[src/rtl/cpu_rst_pkg.sv]
package cpu_rst_pkg;
  typedef enum logic [1:0] {
    RK_SOFT = 2'd0,
    RK_HARD = 2'd1,
    RK_BIST = 2'd2
  } rst_kind_t;

  typedef enum logic [2:0] {
    SQ_IDLE  = 3'd0,
    SQ_HARD  = 3'd1,
    SQ_SOFT  = 3'd2,
    SQ_BRST  = 3'd3,
    SQ_BHOLD = 3'd4
  } seq_state_t;

  localparam int CTL_W = 4;
  localparam int BIT_DETURBO = 0;
  localparam int BIT_HARD    = 1;
  localparam int BIT_TRIG    = 2;
  localparam int BIT_BIST    = 3;
endpackage

[src/rtl/cpu_rst_regs.sv]
module cpu_rst_regs
  import cpu_rst_pkg::*;
#(
  parameter int ADDR_W = 16,
  parameter logic [ADDR_W-1:0] PORT_ADDR = 16'h0CF9
) (
  input  logic              clk,
  input  logic              rst_n,
  input  logic [ADDR_W-1:0] io_addr,
  input  logic              io_wr,
  input  logic              io_rd,
  input  logic [7:0]        io_wdata,
  output logic [7:0]        io_rdata,
  input  logic              seq_busy,
  output logic              start,
  output rst_kind_t         kind,
  output logic              deturbo
);
  logic [CTL_W-1:0] ctl_q, ctl_d;
  logic             start_q, start_d;
  rst_kind_t        kind_q, kind_d;
  logic             sel, wr_hit, fire;

  assign sel    = (io_addr == PORT_ADDR);
  assign wr_hit = io_wr && sel;
  assign fire   = wr_hit && io_wdata[BIT_TRIG] && !ctl_q[BIT_TRIG]
                  && !ctl_q[BIT_DETURBO] && !seq_busy && !start_q;

  always_comb begin
    ctl_d   = ctl_q;
    kind_d  = kind_q;
    start_d = fire;
    if (wr_hit) ctl_d = io_wdata[CTL_W-1:0];
    if (fire) begin
      if (io_wdata[BIT_BIST])      kind_d = RK_BIST;
      else if (io_wdata[BIT_HARD]) kind_d = RK_HARD;
      else                         kind_d = RK_SOFT;
    end
  end

  always_ff @(posedge clk or negedge rst_n) begin
    if (!rst_n) begin
      ctl_q   <= '0;
      start_q <= 1'b0;
      kind_q  <= RK_SOFT;
    end else begin
      start_q <= start_d;
      if (wr_hit) ctl_q  <= ctl_d;
      if (fire)   kind_q <= kind_d;
    end
  end

  assign io_rdata = (io_rd && sel) ? {{(8-CTL_W){1'b0}}, ctl_q} : 8'h00;
  assign start    = start_q;
  assign kind     = kind_q;
  assign deturbo  = ctl_q[BIT_DETURBO];
endmodule

[src/rtl/cpu_rst_seq.sv]
module cpu_rst_seq
  import cpu_rst_pkg::*;
#(
  parameter int HARD_CYCLES = 16,
  parameter int SOFT_CYCLES = 4,
  parameter int BIST_HOLD   = 8
) (
  input  logic      clk,
  input  logic      rst_n,
  input  logic      start,
  input  rst_kind_t kind,
  output logic      active,
  output logic      cpu_reset_n,
  output logic      cpu_init_n
);
  localparam int MAX_A = (HARD_CYCLES > SOFT_CYCLES) ? HARD_CYCLES : SOFT_CYCLES;
  localparam int MAX_C = (MAX_A > BIST_HOLD) ? MAX_A : BIST_HOLD;
  localparam int CNT_W = $clog2(MAX_C + 1);
  localparam logic [CNT_W-1:0] LD_HARD = CNT_W'(HARD_CYCLES - 1);
  localparam logic [CNT_W-1:0] LD_SOFT = CNT_W'(SOFT_CYCLES - 1);
  localparam logic [CNT_W-1:0] LD_BIST = CNT_W'(BIST_HOLD - 1);

  seq_state_t       st_q, st_d;
  logic [CNT_W-1:0] cnt_q, cnt_d;
  logic             cnt_en;

  always_comb begin
    st_d   = st_q;
    cnt_d  = cnt_q;
    cnt_en = 1'b0;
    unique case (st_q)
      SQ_IDLE: begin
        if (start) begin
          cnt_en = 1'b1;
          unique case (kind)
            RK_HARD: begin st_d = SQ_HARD; cnt_d = LD_HARD; end
            RK_BIST: begin st_d = SQ_BRST; cnt_d = LD_HARD; end
            default: begin st_d = SQ_SOFT; cnt_d = LD_SOFT; end
          endcase
        end
      end
      default: begin
        cnt_en = 1'b1;
        if (cnt_q == '0) begin
          if (st_q == SQ_BRST) begin
            st_d  = SQ_BHOLD;
            cnt_d = LD_BIST;
          end else begin
            st_d = SQ_IDLE;
          end
        end else begin
          cnt_d = cnt_q - 1'b1;
        end
      end
    endcase
  end

  always_ff @(posedge clk or negedge rst_n) begin
    if (!rst_n) begin
      st_q  <= SQ_IDLE;
      cnt_q <= '0;
    end else begin
      st_q <= st_d;
      if (cnt_en) cnt_q <= cnt_d;
    end
  end

  assign active      = (st_q != SQ_IDLE);
  assign cpu_reset_n = !((st_q == SQ_HARD) || (st_q == SQ_BRST));
  assign cpu_init_n  = !((st_q == SQ_SOFT) || (st_q == SQ_BRST) || (st_q == SQ_BHOLD));
endmodule

[src/rtl/cpu_rst_ctl.sv]
module cpu_rst_ctl
  import cpu_rst_pkg::*;
#(
  parameter int ADDR_W = 16,
  parameter logic [ADDR_W-1:0] PORT_ADDR = 16'h0CF9,
  parameter int HARD_CYCLES = 16,
  parameter int SOFT_CYCLES = 4,
  parameter int BIST_HOLD   = 8
) (
  input  logic              clk,
  input  logic              rst_n,
  input  logic [ADDR_W-1:0] io_addr,
  input  logic              io_wr,
  input  logic              io_rd,
  input  logic [7:0]        io_wdata,
  output logic [7:0]        io_rdata,
  output logic              cpu_reset_n,
  output logic              cpu_init_n,
  output logic              deturbo,
  output logic              busy
);
  logic      start, active;
  rst_kind_t kind;

  cpu_rst_regs #(.ADDR_W(ADDR_W), .PORT_ADDR(PORT_ADDR)) u_regs (
    .clk(clk), .rst_n(rst_n), .io_addr(io_addr), .io_wr(io_wr),
    .io_rd(io_rd), .io_wdata(io_wdata), .io_rdata(io_rdata),
    .seq_busy(active), .start(start), .kind(kind), .deturbo(deturbo)
  );

  cpu_rst_seq #(.HARD_CYCLES(HARD_CYCLES), .SOFT_CYCLES(SOFT_CYCLES),
                .BIST_HOLD(BIST_HOLD)) u_seq (
    .clk(clk), .rst_n(rst_n), .start(start), .kind(kind), .active(active),
    .cpu_reset_n(cpu_reset_n), .cpu_init_n(cpu_init_n)
  );

  assign busy = active || start;
endmodule

[config.mk]
export PLATFORM = sky130hd
export DESIGN_NAME = cpu_rst_ctl
export DESIGN_NICKNAME = d
export VERILOG_FILES = /design/src/rtl/cpu_rst_pkg.sv /design/src/rtl/cpu_rst_regs.sv /design/src/rtl/cpu_rst_seq.sv /design/src/rtl/cpu_rst_ctl.sv
export SDC_FILE = /design/constraint.sdc
export NUM_CORES = 1
export LEC_CHECK = 0
export ABC_CLOCK_PERIOD_IN_PS = 2100
export BUFFER_PORTS_ARGS = -buffer_cell sky130_fd_sc_hd__buf_2
export CORE_ASPECT_RATIO = 1.4
export CORE_MARGIN = 2
export CORE_UTILIZATION = 45
export DETAILED_ROUTE_END_ITERATION = 10
export MAX_ROUTING_LAYER = met4
export PLACE_DENSITY = 0.78
export SKIP_LAST_GASP = 1
export SLEW_MARGIN = 20
export SYNTH_ARGS = -nofsm -noshare
export SYNTH_HDL_FRONTEND = slang
export SYNTH_SLANG_ARGS = --single-unit
[constraint.sdc]
create_clock -name clk -period 2.1 [get_ports clk]
set_input_delay 0.105 -clock clk [delete_from_list [all_inputs] [get_ports clk]]
set_output_delay 0.105 -clock clk [all_outputs]
set_load 0.005 [all_outputs]
==> results.cfg, run 1 <==
[clock_network]
cts_tree = built
clk_pin_slew_ps = 80
ctsResizeCount = 0
postCtsSetupRepairBufs = 0
clockBufferDepth = 2
clock_latency_ps = 270
root_buffer = clkbuf_4
cts_max_level = 1
clock-sinks = 15
numCtsBuffers = 3

[synthesis]
ys.flop_type = dfrtp_1
ys_warn_count = 0
ys_seq_elements = 15
yosys.cell_types.count = 31
synth_edf_count = 0
yosysSeqAreaShare_pct = 42.49
synth_cells = 86
synth_area_per_cell_sq_um = 10.27
synthesis.area_sq_um = 883.3
async_reset_ff_share_pct = 100.0

[timing]
finClkSkew_ps = 3.234
fin_crit_sh_pct = 92.49
hold_viol = 0
fmax_mhz = 514.9
maxSlewViolCount = 0
rsz0062_at_grt = false
setup_viol = 0
min_period_ps = 1942
whs_ps = 43.76
tns_ps = 0

[power]
p_leak_nw = 0.5939
switching_share_pct = 20.76
peakVddDrop_mv = 0.4489
power_switching_mw = 0.1001
clockPowerShare_pct = 32.6
internal-power_mw = 0.3822
pwr-share-comb_pct = 7.6
powerDensity_nw_per_um2 = 445.7
seqPwrFrac_pct = 59.8

[grt]
grt_use_total_pct = 17.55
grt_overflow_total = 0
grt_pass1_wl_um = 3105
use_met1_pct = 16.14
grt_max_degree = 16
grt_pass1_vias = 788
antenna_found_initial = 0
grt.met2_usage_pct = 34.82
grt.busiest_layer = met2
grt_use_met3_pct = 1.608

[min_path]
min_from = io_wdata[0]
hold_class = in -> reg

[worst_setup_path]
start_kind = flop
cp.required_ps = 2250
setup.worst_path.end_class = flop
cp.arrival_ps = 2100
critPathKind = reg -> reg
crit_path_start = u_seq.cnt_q[0]
path_max_fanout = 6
r2r_start = u_seq.cnt_q[0]

[placement]
port_buffers = 31
dp_hpwl_um = 1552
routabilityCongestion = 0.7253

[layout]
n_antenna_cell = 0
nets = 153
drive_gt1_share_pct = 35.25
synthToLayoutAreaGrowth_pct = 22.52

[status]
status = finished, final reports clean

[floorplanning]
io_pins = 40
die_h_um = 56.43
core_sq_um = 1902
rows = 19
die_w_um = 41.45
start_util_pct = 46.45
die_area_sq_um = 2339

[drt]
vias = 769
vias_per_cell = 5.378
drtIter0Drc = 25
routedWlPerCell_um = 12.79
first_pass_iters = 4
wirelength_um = 1829
drt.antenna.violating_nets = 0
drc = 0

[job]
max_cap_violations = 0
-- routing by layer --
layer / vias to the layer above / part of all wire [%]
li1: 371 / -
met1: 359 / 34
met2: 33 / 59
met3: 6 / 4.5
met4: 0 / 2.0
met5: - / 0
-- cells by family (layout without fill, tap and decap cells) --
kind of cell             count (synthesis)  after routing  share of synthesized area [%]
flip-flops                              15             15                          42.49
adder cells (fa/ha/maj)                  2              2                          2.832
other                                    1              4                         0.4245
AO/OA/AOI/OAI                           17             17                          11.47
XOR/XNOR                                 1              1                         0.9917
AND/OR/NAND/NOR                         34             34                          25.64
multiplexers                             6              6                          8.498
buffers and inverters                   10             43                          7.648
-- layout make-up --
class                   instances  area [sq um]
fillers                       184         819.5
multi-input cells              64         451.7
flip-flops and latches         15         375.4
repair buffers                 35         187.7
clock buffers                   4         26.28
well taps                      21         26.28
inverters                       4         15.01
-- through the flow --
| stage | setup WS [ps] | instance area (sq um) | cells | util, % | power [mW] |
|---|---|---|---|---|---|
| final | 157.7 | 1082 | 143 | 56.91 | 0.4823 |
| after global routing | 94.49 | 1082 | 143 | 56.91 | 0.5071 |
| after CTS | 169.0 | 1082 | 143 | 56.91 | 0.4869 |
| after detailed placement | 182.4 | 1046 | 138 | 55.00 | 0.3302 |
| after global placement | 255.0 | 1046 | 138 | 55.00 | 0.3281 |
| after floorplan | 232.8 | 894.6 | 89 | - | 0.3079 |
-- state kept, by name, indices dropped and copies added (netlist names) --
signal	cells
u_regs.ctl_q	4
u_regs.start	1
u_seq.cnt_q	5
u_seq.st_q	3
u_regs.kind	2
-- power groups by stage --
stage / Combinational (mW) / Clock (mW) / Sequential [mW]
after floorplan: 0.0134 / 0 / 0.294
after global placement: 0.0337 / 0 / 0.294
after detailed placement: 0.0358 / 0 / 0.294
after CTS: 0.0371 / 0.161 / 0.289
after global routing: 0.0415 / 0.177 / 0.289
final: 0.0365 / 0.157 / 0.289
-- path summary, 6_finish.rpt --
check	endpoint	slack, ps	cells after the start
setup reg to reg	u_seq.cnt_q[2]	160	6
min in group asynchronous	u_regs.kind[1]	260	2
max in group asynchronous	u_regs.start	1600	2
hold / removal	u_regs.ctl_q[0]	40	2
setup / recovery	u_seq.cnt_q[2]	160	6
hold reg to reg	u_regs.ctl_q[3]	500	1
-- synthesized netlist by cell type (all sizes together) (2+ instances only) --
cell / instances / area (sq um)
a21oi: 2 / 10.01
buf: 6 / 52.55
nand4bb: 2 / 22.52
mux2: 6 / 75.07
dfrtp: 15 / 375.4
o21ai: 10 / 50.04
nor4: 2 / 33.78
nand2b: 2 / 12.51
nor3: 2 / 10.01
nand2: 9 / 33.78
and3: 4 / 25.02
ha: 2 / 25.02
or4b: 2 / 20.02
inv: 4 / 15.01
nor2b: 2 / 12.51
nor2: 5 / 18.77
-- placed cells by master (no fill, tap or decap), types with 3 or more instances in the layout --
cell type,count
buf_2,31
dfrtp_1,15
nand2_1,9
o21ai_0,9
nor2_1,5
inv_1,4
and3_1,4
mux2_1,4
conb_1,4
clkbuf_4,3
buf_4,3
-- worst max-delay path, stage by stage (launching register included) --
cell,delay (ps)
dfrtp_1,410
inv_1,70
ha_1,200
or4b_1,560
o21ai_1,170
nand2_1,100
a221o_1,310
-- what timing repair did --
action	4_1_cts	5_1_grt
hold buffers	1	0
endpoints found under the setup margin	0	0
endpoints found under the hold margin	15	0
(Power assumes the default switching activity.)
==> run 2: changes to the inputs <==
Settings changed: PLACE_DENSITY 0.78 to 0.84.
==> results.cfg, run 2 (same netlist as run 1, synthesis figures left out) <==
[placement]
placed_area_sq_um = 1039
dp.cells = 137
port_buffers = 31
dp_hpwl_um = 1562
pre_cts_slack_ps = 211.8
routabilityCongestion = 0.8081

[timing]
maxSlewViolCount = 0
tns_ps = 0
setup_viol = 0
whs_ps = 57.83
final.setup.worst_slack_ps = 176.2
finClkSkew_ps = 3.754
fin_crit_sh_pct = 91.61
hold_viol = 0
min_period_ps = 1924
fmax_mhz = 519.8
rsz0062_at_grt = false

[drt]
vias_per_cell = 5.268
drtIter0Drc = 17
routedWlPerCell_um = 13.33
wirelength_um = 1893
drt.antenna.violating_nets = 0
vias = 748
drc = 0
first_pass_iters = 4

[worst_setup_path]
cp_slowest_stage_delay_ps = 570
cp_num_cells = 6
critPathKind = reg -> reg
r2r_start = u_seq.cnt_q[0]
cp_top_family = simple AND/OR/NAND/NOR gates
rr_worst_depth = 6
start_kind = flop
crit_chain = inv_1 > ha_1 > or4b_1 > o21ai_1 > nand2_1 > a221o_1
crit_path_start = u_seq.cnt_q[0]
setup.worst_path.end_class = flop
worst-path-buf-inv = 1
critical-path-slowest-cell = or4b_1
cp.required_ps = 2260
path_max_fanout = 6
cp.arrival_ps = 2090

[power]
peakVddDrop_mv = 0.4345
powerDensity_nw_per_um2 = 451.6
p_leak_nw = 0.5884
seqPwrFrac_pct = 59.5
clockPowerShare_pct = 32.9
pwr-share-comb_pct = 7.6
power_switching_mw = 0.1032
switching_share_pct = 21.27
internal-power_mw = 0.3822

[layout]
largest_reg_flops = 5
nets = 152
synthToLayoutAreaGrowth_pct = 21.67
n_antenna_cell = 0
stdcell_area_sq_um = 1075
final_common_cell = buf_2
regMostFlops = u_seq.cnt_q
reg_top3 = u_seq.cnt_q: 5 flops, u_regs.ctl_q: 4 flops, u_seq.st_q: 3 flops
drive_gt1_share_pct = 34.71
final_cells = 142
mostFrequentLayoutCells = buf_2, dfrtp_1, nand2_1, o21ai_0, nor2_1

[clock_network]
root_buffer = clkbuf_4
clk_pin_slew_ps = 90
clock-sinks = 15
clockBufferDepth = 2
clock_latency_ps = 270
cts_max_level = 1
cts_tree = built
postCtsSetupRepairBufs = 0
numCtsBuffers = 3

[status]
status = finished, final reports clean

[floorplanning]
io_pins = 40
start_util_pct = 46.45
die_h_um = 56.43
die_w_um = 41.45
die_area_sq_um = 2339
rows = 19
core_sq_um = 1902

[min_path]
min_from = io_wdata[0]
holdPathStages = 2
hold_class = in -> reg

[grt]
grt_pass1_wl_um = 3091
grt_max_degree = 16
grt_pass1_vias = 798
grt_use_total_pct = 17.25
antenna_found_initial = 0
grt_overflow_total = 0

[job]
max_cap_violations = 0
==> run 2: repair_timing <==
item / in CTS / in global routing
resized for setup: 0 / 0
hold endpoints to repair: 15 / 0
hold buffers: 1 / 0
==> run 2: worst register-to-register path, stage by stage (launching register included) <==
cell and delay, ps:
dfrtp_1 420, inv_1 70, ha_1 210, or4b_1 570, o21ai_1 160, nand2_1 90
a221o_1 290
==> run 2: worst paths after layout <==
kind | endpoint | slack (ps)
min in group asynchronous | u_seq.cnt_q[3] | 260
hold / removal | u_regs.ctl_q[0] | 60
max in group asynchronous | u_seq.st_q[2] | 1590
setup / recovery | u_seq.cnt_q[2] | 180
setup reg to reg | u_seq.cnt_q[2] | 180
hold reg to reg | u_regs.ctl_q[1] | 510
==> run 2: power by group through the flow <==
stage / clock [mW] / sequential, mW / combinational, mW
floorplan: 0 / 0.294 / 0.0134
global placement: 0 / 0.294 / 0.0334
detailed placement: 0 / 0.294 / 0.0360
finish: 0.160 / 0.289 / 0.0369
CTS: 0.162 / 0.289 / 0.0374
global route: 0.173 / 0.289 / 0.0416
==> run 2: layer usage <==
| metal | wire [um] | global-route usage, % | vias to the layer above |
|---|---|---|---|
| met5 | 0 | - | - |
| met4 | 13 | 6.912 | 0 |
| met3 | 73 | 0.9646 | 2 |
| met2 | 1103 | 35.71 | 21 |
| met1 | 701 | 15.24 | 356 |
| li1 | - | - | 369 |
==> run 2: through the flow <==
stage,utilization [%],total power [mW]
finish,56.51,0.4854
global route,56.51,0.5029
CTS,56.51,0.4883
detailed placement,54.61,0.3304
global placement,54.61,0.3278
floorplan,-,0.3079
==> run 2: cell type report <==
cell class              count  area, sq um
fillers                   180        827.0
inverters                   4        15.01
well taps                  21        26.28
clock buffers               4        26.28
flip-flops and latches     15        375.4
repair buffers             34        180.2
multi-input cells          64        451.7
==> run 3: changes to the inputs <==
--- a/config.mk
+++ b/config.mk
@@ -9,3 +9,2 @@
 export BUFFER_PORTS_ARGS = -buffer_cell sky130_fd_sc_hd__buf_2
-export CORE_ASPECT_RATIO = 1.4
 export CORE_MARGIN = 2
@@ -20 +19,2 @@
 export SYNTH_SLANG_ARGS = --single-unit
+export TNS_END_PERCENT = 30
==> constraint.sdc (replaced) <==
create_clock -name clk -period 2.1 [get_ports clk]
set_input_delay 0.42 -clock clk [delete_from_list [all_inputs] [get_ports clk]]
set_output_delay 0.42 -clock clk [all_outputs]
set_load 0.005 [all_outputs]
==> results.cfg, run 3 (same netlist as run 1, synthesis figures left out) <==
[status]
status = finished, final reports clean

[power]
p_leak_nw = 0.5855
peakVddDrop_mv = 0.2317
totalPowerFinal_mw = 0.4862
powerDensity_nw_per_um2 = 453.4

[clock_network]
clk_pin_slew_ps = 90
holdBufCountCts = 0
numCtsBuffers = 3
clock-sinks = 15
ctsResizeCount = 0
clockBufferDepth = 2
cts_max_level = 1
clock_latency_ps = 280
root_buffer = clkbuf_4
cts_tree = built
postCtsSetupRepairBufs = 0

[grt]
antenna_found_initial = 0
grt_use_total_pct = 16.13
grt.busiest_layer = met2
grt_pass1_vias = 701
grt_max_degree = 16
grt.met2_usage_pct = 26.85
use_met1_pct = 18.51
grt_overflow_total = 0
grt_pass1_wl_um = 2829
grt_use_met3_pct = 4.012

[layout]
stdcell_area_sq_um = 1072
reg_top3 = u_seq.cnt_q: 5 flops, u_regs.ctl_q: 4 flops, u_seq.st_q: 3 flops
final_cells = 147
synthToLayoutAreaGrowth_pct = 21.39
multi_input_area_sq_um = 451.7
seqCellArea_sq_um = 375.4
mostFrequentLayoutCells = buf_2, dfrtp_1, nand2_1, o21ai_0, nor2_1
fillers = 173
final_util_pct = 56.38
largest_reg_flops = 5
n_antenna_cell = 0
regMostFlops = u_seq.cnt_q
drive_gt1_share_pct = 35.00
final_common_cell = buf_2
nets = 151

[floorplanning]
start_util_pct = 46.45
die_w_um = 48.31
io_pins = 40
core_sq_um = 1902
die_area_sq_um = 2333
die_h_um = 48.31
rows = 16

[drt]
drc = 0
wirelength_um = 1679
drt.antenna.violating_nets = 0
drtIter0Drc = 14
first_pass_iters = 4
routedWlPerCell_um = 11.42
vias_per_cell = 5.068
vias = 745

[timing]
fin_crit_sh_pct = 97.96
worst_pin_slew_ps = 563.6
final.setup.worst_slack_ps = 42.86
whs_ps = 24.10
setup_viol = 0
tns_ps = 0
min_period_ps = 2057
rsz0062_at_grt = true
maxSlewViolCount = 0
slew_headroom_pct = 61.90
fmax_mhz = 486.1
finClkSkew_ps = 4.635
hold_viol = 0

[placement]
dp.cells = 143
dp_hpwl_um = 1392
routabilityCongestion = 0.8872
placed_area_sq_um = 1046
pre_cts_slack_ps = 20.96
port_buffers = 31

[worst_setup_path]
cp.arrival_ps = 1640
setup.worst_path.end_class = output port
start_kind = primary input
path_max_fanout = 6
cp.required_ps = 1680
critPathKind = in -> out

[min_path]
hold_class = in -> async

[job]
max_cap_violations = 0
[run 3: cell types whose count changed in the layout (fill, tap and decap cells not counted)]
cell | previous run | this run
dlygate4sd3_1 | 1 | 0
[run 3: per-layer routing]
layer / vias up / wire length [um]
li1: 365 / -
met1: 343 / 688
met2: 33 / 828
met3: 4 / 134
met4: 0 / 27
met5: - / 0
[run 3: power by group]
| group | total [mW] | internal (mW) | switching [mW] |
|---|---|---|---|
| clock | 0.163 | 0.0736 | 0.0890 |
| combinational | 0.0349 | 0.0188 | 0.0161 |
| sequential | 0.289 | 0.289 | 0.0000405 |
[run 3: final timing paths]
kind,slack (ps),to,startpoint,depth (start not counted)
worst max register to register,160,u_seq.cnt_q[2],u_seq.cnt_q[0],6
min in group clk,350,u_regs.ctl_q[0],io_wdata[0],2
worst max-delay path,40,io_rdata[1],io_addr[13],5
worst min register to register,490,u_regs.ctl_q[1],u_regs.ctl_q[1],1
max in group asynchronous,1830,u_seq.cnt_q[2],rst_n,1
worst min-delay path,20,u_seq.st_q[2],rst_n,1
[run 3: worst max-delay path, stage by stage]
cell and delay, ps:
buf_2 90, or4b_1 570, nor4_4 250, and3_1 200, buf_2 110
[run 3: area by class of cell]
cell class | instances | share of cell area [%]
clock buffer | 4 | 2.450
inverter | 4 | 1.400
multi-input combinational | 64 | 42.12
sequential | 15 | 35.01
tap | 27 | 3.151
timing repair buffer | 33 | 15.87
